--- config.mk ---
export PLATFORM = sky130hd
export DESIGN_NAME = multi_stage_wdt
export DESIGN_NICKNAME = d
export VERILOG_FILES = /design/src/rtl/wdt_pkg.sv /design/src/rtl/wdt_regs.sv /design/src/rtl/wdt_prescaler.sv /design/src/rtl/wdt_stage_seq.sv /design/src/rtl/multi_stage_wdt.sv
export SDC_FILE = /design/constraint.sdc
export NUM_CORES = 1
export LEC_CHECK = 0
export BUFFER_PORTS_ARGS = -buffer_cell sky130_fd_sc_hd__buf_2
export CAP_MARGIN = 10
export CORE_AREA = 4 4 208 109
export DETAILED_ROUTE_END_ITERATION = 6
export DIE_AREA = 0 0 212 113
export GPL_ROUTABILITY_DRIVEN = 0
export PLACE_DENSITY = 0.88
export SLEW_MARGIN = 40
export SYNTH_ARGS = -nofsm -noshare
export SYNTH_HDL_FRONTEND = slang
export SYNTH_SLANG_ARGS = --single-unit
export TNS_END_PERCENT = 10
--- constraint.sdc ---
create_clock -name clk -period 11.4 [get_ports clk]
set_input_delay 1.14 -clock clk [delete_from_list [all_inputs] [get_ports clk]]
set_output_delay 1.14 -clock clk [all_outputs]
set_load 0.05 [all_outputs]
--- src/rtl/wdt_pkg.sv ---
`timescale 1ns/1ps
package wdt_pkg;
    localparam int ADDR_W  = 4;
    localparam int DATA_W  = 32;
    localparam int NUM_STG = 4;
    localparam int STG_W   = $clog2(NUM_STG);

    typedef enum logic [1:0] {
        ACT_OFF  = 2'd0,
        ACT_IRQ  = 2'd1,
        ACT_CORE = 2'd2,
        ACT_SYS  = 2'd3
    } act_e;

    localparam logic [DATA_W-1:0] UNLOCK_KEY = 32'h50D8_3AA1;

    localparam logic [ADDR_W-1:0] A_CTRL  = 4'd0;
    localparam logic [ADDR_W-1:0] A_PRESC = 4'd1;
    localparam logic [ADDR_W-1:0] A_FEED  = 4'd2;
    localparam logic [ADDR_W-1:0] A_LOCK  = 4'd3;
    localparam logic [ADDR_W-1:0] A_TMO0  = 4'd4;
    localparam logic [ADDR_W-1:0] A_INT   = 4'd8;
endpackage

--- src/rtl/wdt_regs.sv ---
`timescale 1ns/1ps
module wdt_regs
    import wdt_pkg::*;
#(
    parameter int CNT_W = 32,
    parameter int PRE_W = 16
) (
    input  logic                          clk,
    input  logic                          rst_n,
    input  logic                          wr_en,
    input  logic [ADDR_W-1:0]             wr_addr,
    input  logic [DATA_W-1:0]             wr_data,
    input  logic [ADDR_W-1:0]             rd_addr,
    input  logic                          irq_set,
    output logic [DATA_W-1:0]             rd_data,
    output logic                          run_en,
    output logic [PRE_W-1:0]              presc,
    output logic [NUM_STG-1:0][CNT_W-1:0] tmo,
    output logic [NUM_STG-1:0][1:0]       act,
    output logic                          feed,
    output logic                          int_en,
    output logic                          irq_raw,
    output logic                          unlocked
);
    typedef struct packed {
        logic                          unl;
        logic                          en;
        logic [PRE_W-1:0]              presc;
        logic [NUM_STG-1:0][CNT_W-1:0] tmo;
        logic [NUM_STG-1:0][1:0]       act;
        logic                          ien;
        logic                          raw;
    } regs_t;

    regs_t r_q, r_d;
    logic  wr_ok;
    logic  int_clr;
    logic  wr_is_tmo;
    logic  rd_is_tmo;

    assign wr_is_tmo = (wr_addr[ADDR_W-1:STG_W] == A_TMO0[ADDR_W-1:STG_W]);
    assign rd_is_tmo = (rd_addr[ADDR_W-1:STG_W] == A_TMO0[ADDR_W-1:STG_W]);

    always_comb begin
        r_d     = r_q;
        feed    = 1'b0;
        int_clr = 1'b0;
        wr_ok   = wr_en && r_q.unl;
        // the lock register is the only one open while locked
        if (wr_en && wr_addr == A_LOCK) begin
            r_d.unl = (wr_data == UNLOCK_KEY);
        end
        if (wr_ok) begin
            if (wr_addr == A_CTRL) begin
                r_d.en = wr_data[0];
                for (int i = 0; i < NUM_STG; i++) begin
                    r_d.act[i] = wr_data[1+2*i +: 2];
                end
            end
            if (wr_addr == A_PRESC) r_d.presc = wr_data[PRE_W-1:0];
            if (wr_addr == A_FEED)  feed = 1'b1;
            if (wr_is_tmo)          r_d.tmo[wr_addr[STG_W-1:0]] = wr_data[CNT_W-1:0];
            if (wr_addr == A_INT) begin
                r_d.ien = wr_data[0];
                int_clr = wr_data[1];
            end
        end
        // a fresh expiry outranks a simultaneous clear
        if (int_clr) r_d.raw = 1'b0;
        if (irq_set) r_d.raw = 1'b1;
    end

    always_ff @(posedge clk or negedge rst_n) begin
        if (!rst_n) r_q <= '0;
        else        r_q <= r_d;
    end

    always_comb begin
        rd_data = '0;
        case (rd_addr)
            A_CTRL: begin
                rd_data[0] = r_q.en;
                for (int i = 0; i < NUM_STG; i++) begin
                    rd_data[1+2*i +: 2] = r_q.act[i];
                end
            end
            A_PRESC: rd_data[PRE_W-1:0] = r_q.presc;
            A_LOCK:  rd_data[0] = r_q.unl;
            A_INT: begin
                rd_data[0] = r_q.ien;
                rd_data[2] = r_q.raw;
            end
            default: begin
                if (rd_is_tmo) rd_data[CNT_W-1:0] = r_q.tmo[rd_addr[STG_W-1:0]];
            end
        endcase
    end

    assign run_en   = r_q.en;
    assign presc    = r_q.presc;
    assign tmo      = r_q.tmo;
    assign act      = r_q.act;
    assign int_en   = r_q.ien;
    assign irq_raw  = r_q.raw;
    assign unlocked = r_q.unl;
endmodule

--- src/rtl/wdt_prescaler.sv ---
`timescale 1ns/1ps
module wdt_prescaler #(
    parameter int PRE_W = 16
) (
    input  logic             clk,
    input  logic             rst_n,
    input  logic             run_en,
    input  logic             feed,
    input  logic [PRE_W-1:0] presc,
    output logic             tick
);
    typedef struct packed {
        logic [PRE_W-1:0] cnt;
    } pre_t;

    pre_t             p_q, p_d;
    logic [PRE_W-1:0] last_cnt;

    always_comb begin
        // zero is treated as a divide by one
        last_cnt = (presc == '0) ? '0 : presc - PRE_W'(1);
        tick     = run_en && (p_q.cnt >= last_cnt);
        p_d      = p_q;
        if (!run_en || feed || tick) p_d.cnt = '0;
        else                         p_d.cnt = p_q.cnt + PRE_W'(1);
    end

    always_ff @(posedge clk or negedge rst_n) begin
        if (!rst_n) p_q <= '0;
        else        p_q <= p_d;
    end
endmodule

--- src/rtl/wdt_stage_seq.sv ---
`timescale 1ns/1ps
module wdt_stage_seq
    import wdt_pkg::*;
#(
    parameter int CNT_W = 32
) (
    input  logic                          clk,
    input  logic                          rst_n,
    input  logic                          run_en,
    input  logic                          feed,
    input  logic                          tick,
    input  logic [1:0]                    delay_sel,
    input  logic [NUM_STG-1:0][CNT_W-1:0] tmo,
    input  logic [NUM_STG-1:0][1:0]       act,
    output logic [STG_W-1:0]              stage,
    output logic                          expire,
    output logic                          irq_set,
    output logic                          core_rst_req,
    output logic                          sys_rst_req
);
    localparam int SHIFT_MAX = 4;
    localparam int LIM_W     = CNT_W + SHIFT_MAX;

    typedef struct packed {
        logic [STG_W-1:0] stage;
        logic [LIM_W-1:0] cnt;
        logic             core;
        logic             sys;
    } seq_t;

    seq_t             s_q, s_d;
    logic [LIM_W-1:0] limit;
    logic [LIM_W-1:0] cnt_inc;
    logic [1:0]       cur_act;

    always_comb begin
        if (s_q.stage == '0) limit = LIM_W'(tmo[0]) << ({1'b0, delay_sel} + 3'd1);
        else                 limit = LIM_W'(tmo[s_q.stage]);
        cnt_inc = s_q.cnt + LIM_W'(1);
        cur_act = act[s_q.stage];
        expire  = run_en && !feed && tick && (cnt_inc >= limit);
        irq_set = expire && (cur_act == ACT_IRQ);

        s_d      = s_q;
        s_d.core = expire && (cur_act == ACT_CORE);
        s_d.sys  = expire && (cur_act == ACT_SYS);
        if (!run_en || feed) begin
            s_d.stage = '0;
            s_d.cnt   = '0;
        end else if (expire) begin
            s_d.stage = s_q.stage + STG_W'(1);
            s_d.cnt   = '0;
        end else if (tick) begin
            s_d.cnt   = cnt_inc;
        end
    end

    always_ff @(posedge clk or negedge rst_n) begin
        if (!rst_n) s_q <= '0;
        else        s_q <= s_d;
    end

    assign stage        = s_q.stage;
    assign core_rst_req = s_q.core;
    assign sys_rst_req  = s_q.sys;
endmodule

--- src/rtl/multi_stage_wdt.sv ---
`timescale 1ns/1ps
module multi_stage_wdt
    import wdt_pkg::*;
#(
    parameter int CNT_W = 32,
    parameter int PRE_W = 16
) (
    input  logic              clk,
    input  logic              rst_n,
    input  logic              wr_en,
    input  logic [ADDR_W-1:0] wr_addr,
    input  logic [DATA_W-1:0] wr_data,
    input  logic [ADDR_W-1:0] rd_addr,
    output logic [DATA_W-1:0] rd_data,
    input  logic [1:0]        delay_sel,
    output logic              irq,
    output logic              core_rst_req,
    output logic              sys_rst_req
);
    logic                          run_en;
    logic [PRE_W-1:0]              presc;
    logic [NUM_STG-1:0][CNT_W-1:0] tmo;
    logic [NUM_STG-1:0][1:0]       act;
    logic                          feed;
    logic                          int_en;
    logic                          irq_raw;
    logic                          unlocked;
    logic                          tick;
    logic [STG_W-1:0]              stage;
    logic                          expire;
    logic                          irq_set;

    wdt_regs #(.CNT_W(CNT_W), .PRE_W(PRE_W)) u_regs (
        .clk(clk), .rst_n(rst_n), .wr_en(wr_en), .wr_addr(wr_addr),
        .wr_data(wr_data), .rd_addr(rd_addr), .irq_set(irq_set),
        .rd_data(rd_data), .run_en(run_en), .presc(presc), .tmo(tmo),
        .act(act), .feed(feed), .int_en(int_en), .irq_raw(irq_raw),
        .unlocked(unlocked)
    );

    wdt_prescaler #(.PRE_W(PRE_W)) u_presc (
        .clk(clk), .rst_n(rst_n), .run_en(run_en), .feed(feed),
        .presc(presc), .tick(tick)
    );

    wdt_stage_seq #(.CNT_W(CNT_W)) u_seq (
        .clk(clk), .rst_n(rst_n), .run_en(run_en), .feed(feed), .tick(tick),
        .delay_sel(delay_sel), .tmo(tmo), .act(act), .stage(stage),
        .expire(expire), .irq_set(irq_set), .core_rst_req(core_rst_req),
        .sys_rst_req(sys_rst_req)
    );

    assign irq = int_en & irq_raw;
endmodule

# Yosys cells after proc, flatten, opt, wreduce, memory -nomap -nowiden
# Cells that the tools add are included.
# totals
output_inout_bits,35
reg_bits,212
# op_classes
eq_ne,13
reduce_logical,28
magnitude_cmp,6
n_mux,29
shifts,1
add_sub_neg,5
bitwise,1
# ops
operator,n
$bmux 32 s2,2
$bwmux 128,1
$mux 32,4
$mux 36,3
$demux 32 s2,1
$mux 16,3
$mux 38,1
$add 36x1->36 const B,1
$ge 36x36->1,1
$shl 32x3->36,1
$eq 32x31->1 const B,1
$pmux 6 s3,1
$add 16x1->16 const B,1
$ge 16x16->1,1
$logic_not 16->1,1
$sub 16x1->16 const B,1
$pmux 7 s2,1
$eq 4x2->1 const B,3
$logic_and 1x1->1,10
$lt 2x3->1 const B,3
$eq 4x1->1 const B,2
$eq 4x4->1 const B,2
$logic_not 4->1,2
$pmux 1 s4,2
other kinds (19),34

# Longest topological paths before layout
# depth
depth_word,9
ltp_mapped,19
depth_no_buf,15

# Modules after synthesis
# Synthesis repeated with hierarchy kept, for this count alone.
# unflattened
hier_cells,1246
hier_area_um2,13914.6
# by_module_without_submodules
mod,n_inst,seq_area_each_um2,cells_per_inst,area_per_inst_um2
wdt_regs,1,3903.7,456,7199.4
wdt_stage_seq,1,1001.0,613,5268.8
wdt_prescaler,1,400.4,176,1440.1
multi_stage_wdt,1,0.0,1,6.3

# Worst setup path before layout
# Ideal clock, no wire load.
# synth_path
kind,input to register
startpoint,input port delay_sel[0]
endpoint,register u_seq.s_q[17] (netlist bit)
required_time_ns,11.268
setup_slack_ns,6.426
setup_time_ns,0.132
stages,18
t_arrival_ns,4.842
cell_sequence,ha_1 clkbuf_1 buf_1 clkbuf_1 a211oi_1 a21oi_1 nand2_1 a21oi_1 a21oi_1 ha_1 nand4_1 or4_4 o41ai_4 nor4_2 buf_6 buf_6 a31oi_1 o31ai_1
# synth_via
elab_chain_len,7
word_cells_on_any_way,8
classes_between,add/sub: 1; order compare: 1; shift: 1; mux: 3; reduce/logical: 2
# synth_lines
item,line_no,rtl
"start, declared",multi_stage_wdt.sv:15,"input logic [1:0] delay_sel,"
$add 2x1->3 *,wdt_stage_seq.sv:37,"if (s_q.stage == '0) limit = LIM_W'(tmo[0]) << ({1'b0, delay_sel} + 3'd1);"
$shl 32x3->36 *,wdt_stage_seq.sv:37,
$mux 36 *,wdt_stage_seq.sv:37,
$ge 36x36->1 *,wdt_stage_seq.sv:41,expire = run_en && !feed && tick && (cnt_inc >= limit);
$logic_and 1x1->1 *,wdt_stage_seq.sv:41,
$mux 36,wdt_stage_seq.sv:50,end else if (expire) begin
$mux 38,wdt_stage_seq.sv:47,if (!run_en || feed) begin
"end signal, assigned",wdt_stage_seq.sv:59,if (!rst_n) s_q <= '0;
"end signal, assigned",wdt_stage_seq.sv:60,else s_q <= s_d;
"end, declared",wdt_stage_seq.sv:31,"seq_t s_q, s_d;"
# Mark *: on every way between the ends. The rest lies on a longest branch, timed or not.
# A chain may end at the register's enable or synchronous reset.

# Final worst setup path
# layout_path
startpoint,input port delay_sel[0]
endpoint,register u_seq.s_q[37] (netlist bit)
# The elaborated chain is that of the path after synthesis.

==> flow_summary.ini <==
[cells_and_area]
mostFrequentLayoutCells = dfrtp_1 (211), mux2_2 (159), nand2_1 (111)
syn2layout_area_growth_pct = 9.66
nets = 1336
seqCellArea_um2 = 5310
finalNonFillerCells = 1527
final_common_cell = dfrtp_1
multi_input_area_um2 = 8090
antenna_cells = 0
fillers = 1389
drive_gt1_frac = 0.318

[timing]
finalSetupTns_ns = 0
min_period_ns = 5.23
final_max_slew_viol_count = 0
setup_viol = 0
whs_ns = 0.530
fin_skew_ns = 0.0195
hold_viol_final = 0
rsz0062_at_grt = false
fmax_ghz = 0.191
worst_pin_slew_ns = 0.789
setup_ws_ns = 6.17
period_share = 0.459
slew_headroom = 0.467

[global_route]
grt_pass1_vias = 10600
grt_max_degree = 80
grt_use_total = 0.330
grt_pass1_wl_mm = 61.6
grt_overflow = 0
antenna_found_initial = 0

[yosys]
synth_nets = 1286
synth_xor_area_frac = 0.0370
synth_mux_area_frac = 0.287
syn_avg_cell_area_um2 = 11.6
ys_seq_elements = 212
yosysWarnings = 0
synth_ff_type = dfrtp_1
ys_types = 66
postSynth.asyncResetShare = 1.00
synth_edf_count = 0
synth-seq-area-share = 0.386
synth_compound_area_frac = 0.0919
synth_top_family_by_area = multiplexers
synthSimpleGateAreaFrac = 0.115
yosys.area_share.adder = 0.0528
syn-instance-count = 1183
netlist_area_um2 = 13700

[die]
coreArea_um2 = 21100
die_h_um = 113
die_w_um = 212
rows = 38
pin_count = 80
die_area_um2 = 24000
start_util = 0.652

[status]
violations = design-rule violations
outcome = complete, but fails checks

[placement]
dp_hpwl_mm = 26.7
dp_slack_ns = 5.49
io_buffers = 79
placedCellCount = 1491

[pwr]
max-vdd-ir-drop_v = 0.0000992
powerDensity_nw_per_um2 = 101
p_leak_nw = 6.89

[clock_network]
path_clk_slew_ns = 0.07
worstSkewPairLatency_ns = 0.53
numCtsBuffers = 20
cts_tree = done
post_cts_buffers = 0
clockBufferDepth = 3
root_buffer = clkbuf_16
h-tree-depth = 1
cts.sinks = 212
ctsResizeCount = 0
ctsHoldBuffers = 0

[detailed_routing]
first_pass_iters = 7
postRouteAntennaNets = 0
vias = 11000
drc = 5
drt_iter0_markers = 1682
finalWirelength_mm = 39.4
wl_per_cell_um = 25.8
vias_per_cell = 7.18

[hold_path]
min_from = u_regs.tmo[62]
hp-class = flip-flop to flip-flop

[critical_path]
rr_startpoint = u_seq.s_q[2]
critPathMaxFanout = 43
setup.worst_path.start_class = primary input
crit_path_end_kind = flip-flop
crit_start = delay_sel[0]
worstPathRequired_ns = 11.81
critPathKind = primary input to flip-flop
cp.arrival_ns = 5.65

[flow_run]
drv_cap = 0
cell usage after synthesis (4+ instances only):
cell type / count / area share
a211o_1: 4 / 0.0025
and3_1: 9 / 0.0041
nand4b_1: 5 / 0.0032
nor4_1: 7 / 0.0032
buf_1: 15 / 0.0041
a21o_1: 5 / 0.0027
buf_2: 9 / 0.0033
o31ai_1: 8 / 0.0044
nor4b_1: 5 / 0.0032
xor2_1: 24 / 0.015
nor2b_1: 5 / 0.0023
mux2_2: 159 / 0.13
xnor2_1: 34 / 0.022
a21oi_1: 63 / 0.023
a222oi_1: 7 / 0.0051
and4_1: 4 / 0.0025
a211oi_1: 6 / 0.0033
inv_1: 23 / 0.0063
o22ai_1: 6 / 0.0027
clkbuf_1: 41 / 0.011
a31oi_1: 6 / 0.0027
mux2i_1: 22 / 0.016
nand3_1: 34 / 0.012
and2_1: 26 / 0.012
a22o_1: 7 / 0.0045
ha_1: 58 / 0.053
o21ai_0: 23 / 0.0084
nand4_1: 18 / 0.0082
nor3_1: 10 / 0.0036
mux4_2: 86 / 0.14
nand2_1: 111 / 0.030
nor2_1: 56 / 0.015
dfrtp_1: 212 / 0.39
nand2b_1: 5 / 0.0023
a32o_1: 22 / 0.016
layer usage:
layer,share of wire,track usage
met3,0.15,0.140
met5,0,0
met2,0.42,0.454
met1,0.41,0.497
met4,0.021,0.0613
path summary, 6_finish.rpt:
check	to	slack, ns	cells after the start
max in group asynchronous	u_regs.tmo[105]	9.12	3
min in group asynchronous	u_regs.int_en	0.63	1
hold reg to reg	u_regs.tmo[62]	0.53	1
hold / removal	u_regs.tmo[62]	0.53	1
setup reg to reg	u_seq.s_q[29]	6.34	15
setup / recovery	u_seq.s_q[37]	6.17	15
flip-flops by register name, indices dropped and copies added (netlist names):
signal / cells
u_regs.run_en: 1
u_seq.stage: 2
u_regs.act: 8
u_regs.presc: 16
u_regs.tmo: 128
u_regs.unlocked: 1
u_seq.s_q: 36
u_regs.irq_raw: 1
u_regs.int_en: 1
u_seq.sys_rst_req: 1
u_seq.core_rst_req: 1
u_presc.p_q: 16
layout make-up:
cell class | instances | area share
flip-flops and latches | 212 | 0.352
well taps | 280 | 0.0233
repair buffers | 97 | 0.0376
clock inverters | 10 | 0.00615
clock buffers | 26 | 0.0374
inverters | 26 | 0.00648
multi-input cells | 876 | 0.537
where the power goes:
| group | switching [mW] | leakage, nW | internal (mW) |
|---|---|---|---|
| registers | 0.000000000200 | 2.96 | 0.752 |
| logic | 0.0635 | 3.60 | 0.0285 |
| clock network | 0.308 | 0.326 | 0.375 |
worst max-delay path, cell delays in order:
cell and delay, ns:
buf_4 0.42, ha_4 0.60, mux4_2 0.61, nand2_1 0.09
a21oi_1 0.07, a21oi_1 0.24, ha_1 0.31, a21oi_1 0.16
nand2_1 0.09, a221oi_1 0.32, nor2_1 0.17, nor4_4 0.26
buf_4 0.41, nand2_1 0.37, o31ai_1 0.32
kinds of logic after synthesis:
| group | after synthesis |
|---|---|
| AND/OR/NAND/NOR | 316 |
| multiplexers | 267 |
| buffers and inverters | 95 |
| XOR/XNOR | 58 |
| AO/OA/AOI/OAI | 177 |
| flip-flops | 212 |
| adder cells (fa/ha/maj) | 58 |
metrics by stage:
| stage | cell area, um^2 | power (mW) | util |
|---|---|---|---|
| finish | 15100 | 1.53 | 0.715 |
| global route | 15100 | 1.57 | 0.715 |
| global placement | 14300 | 0.852 | 0.681 |
| floorplan | 13700 | 0.810 | - |
| detailed placement | 14400 | 0.856 | 0.683 |
| CTS | 15000 | 1.53 | 0.715 |
Power figures use the tool's default switching activity.
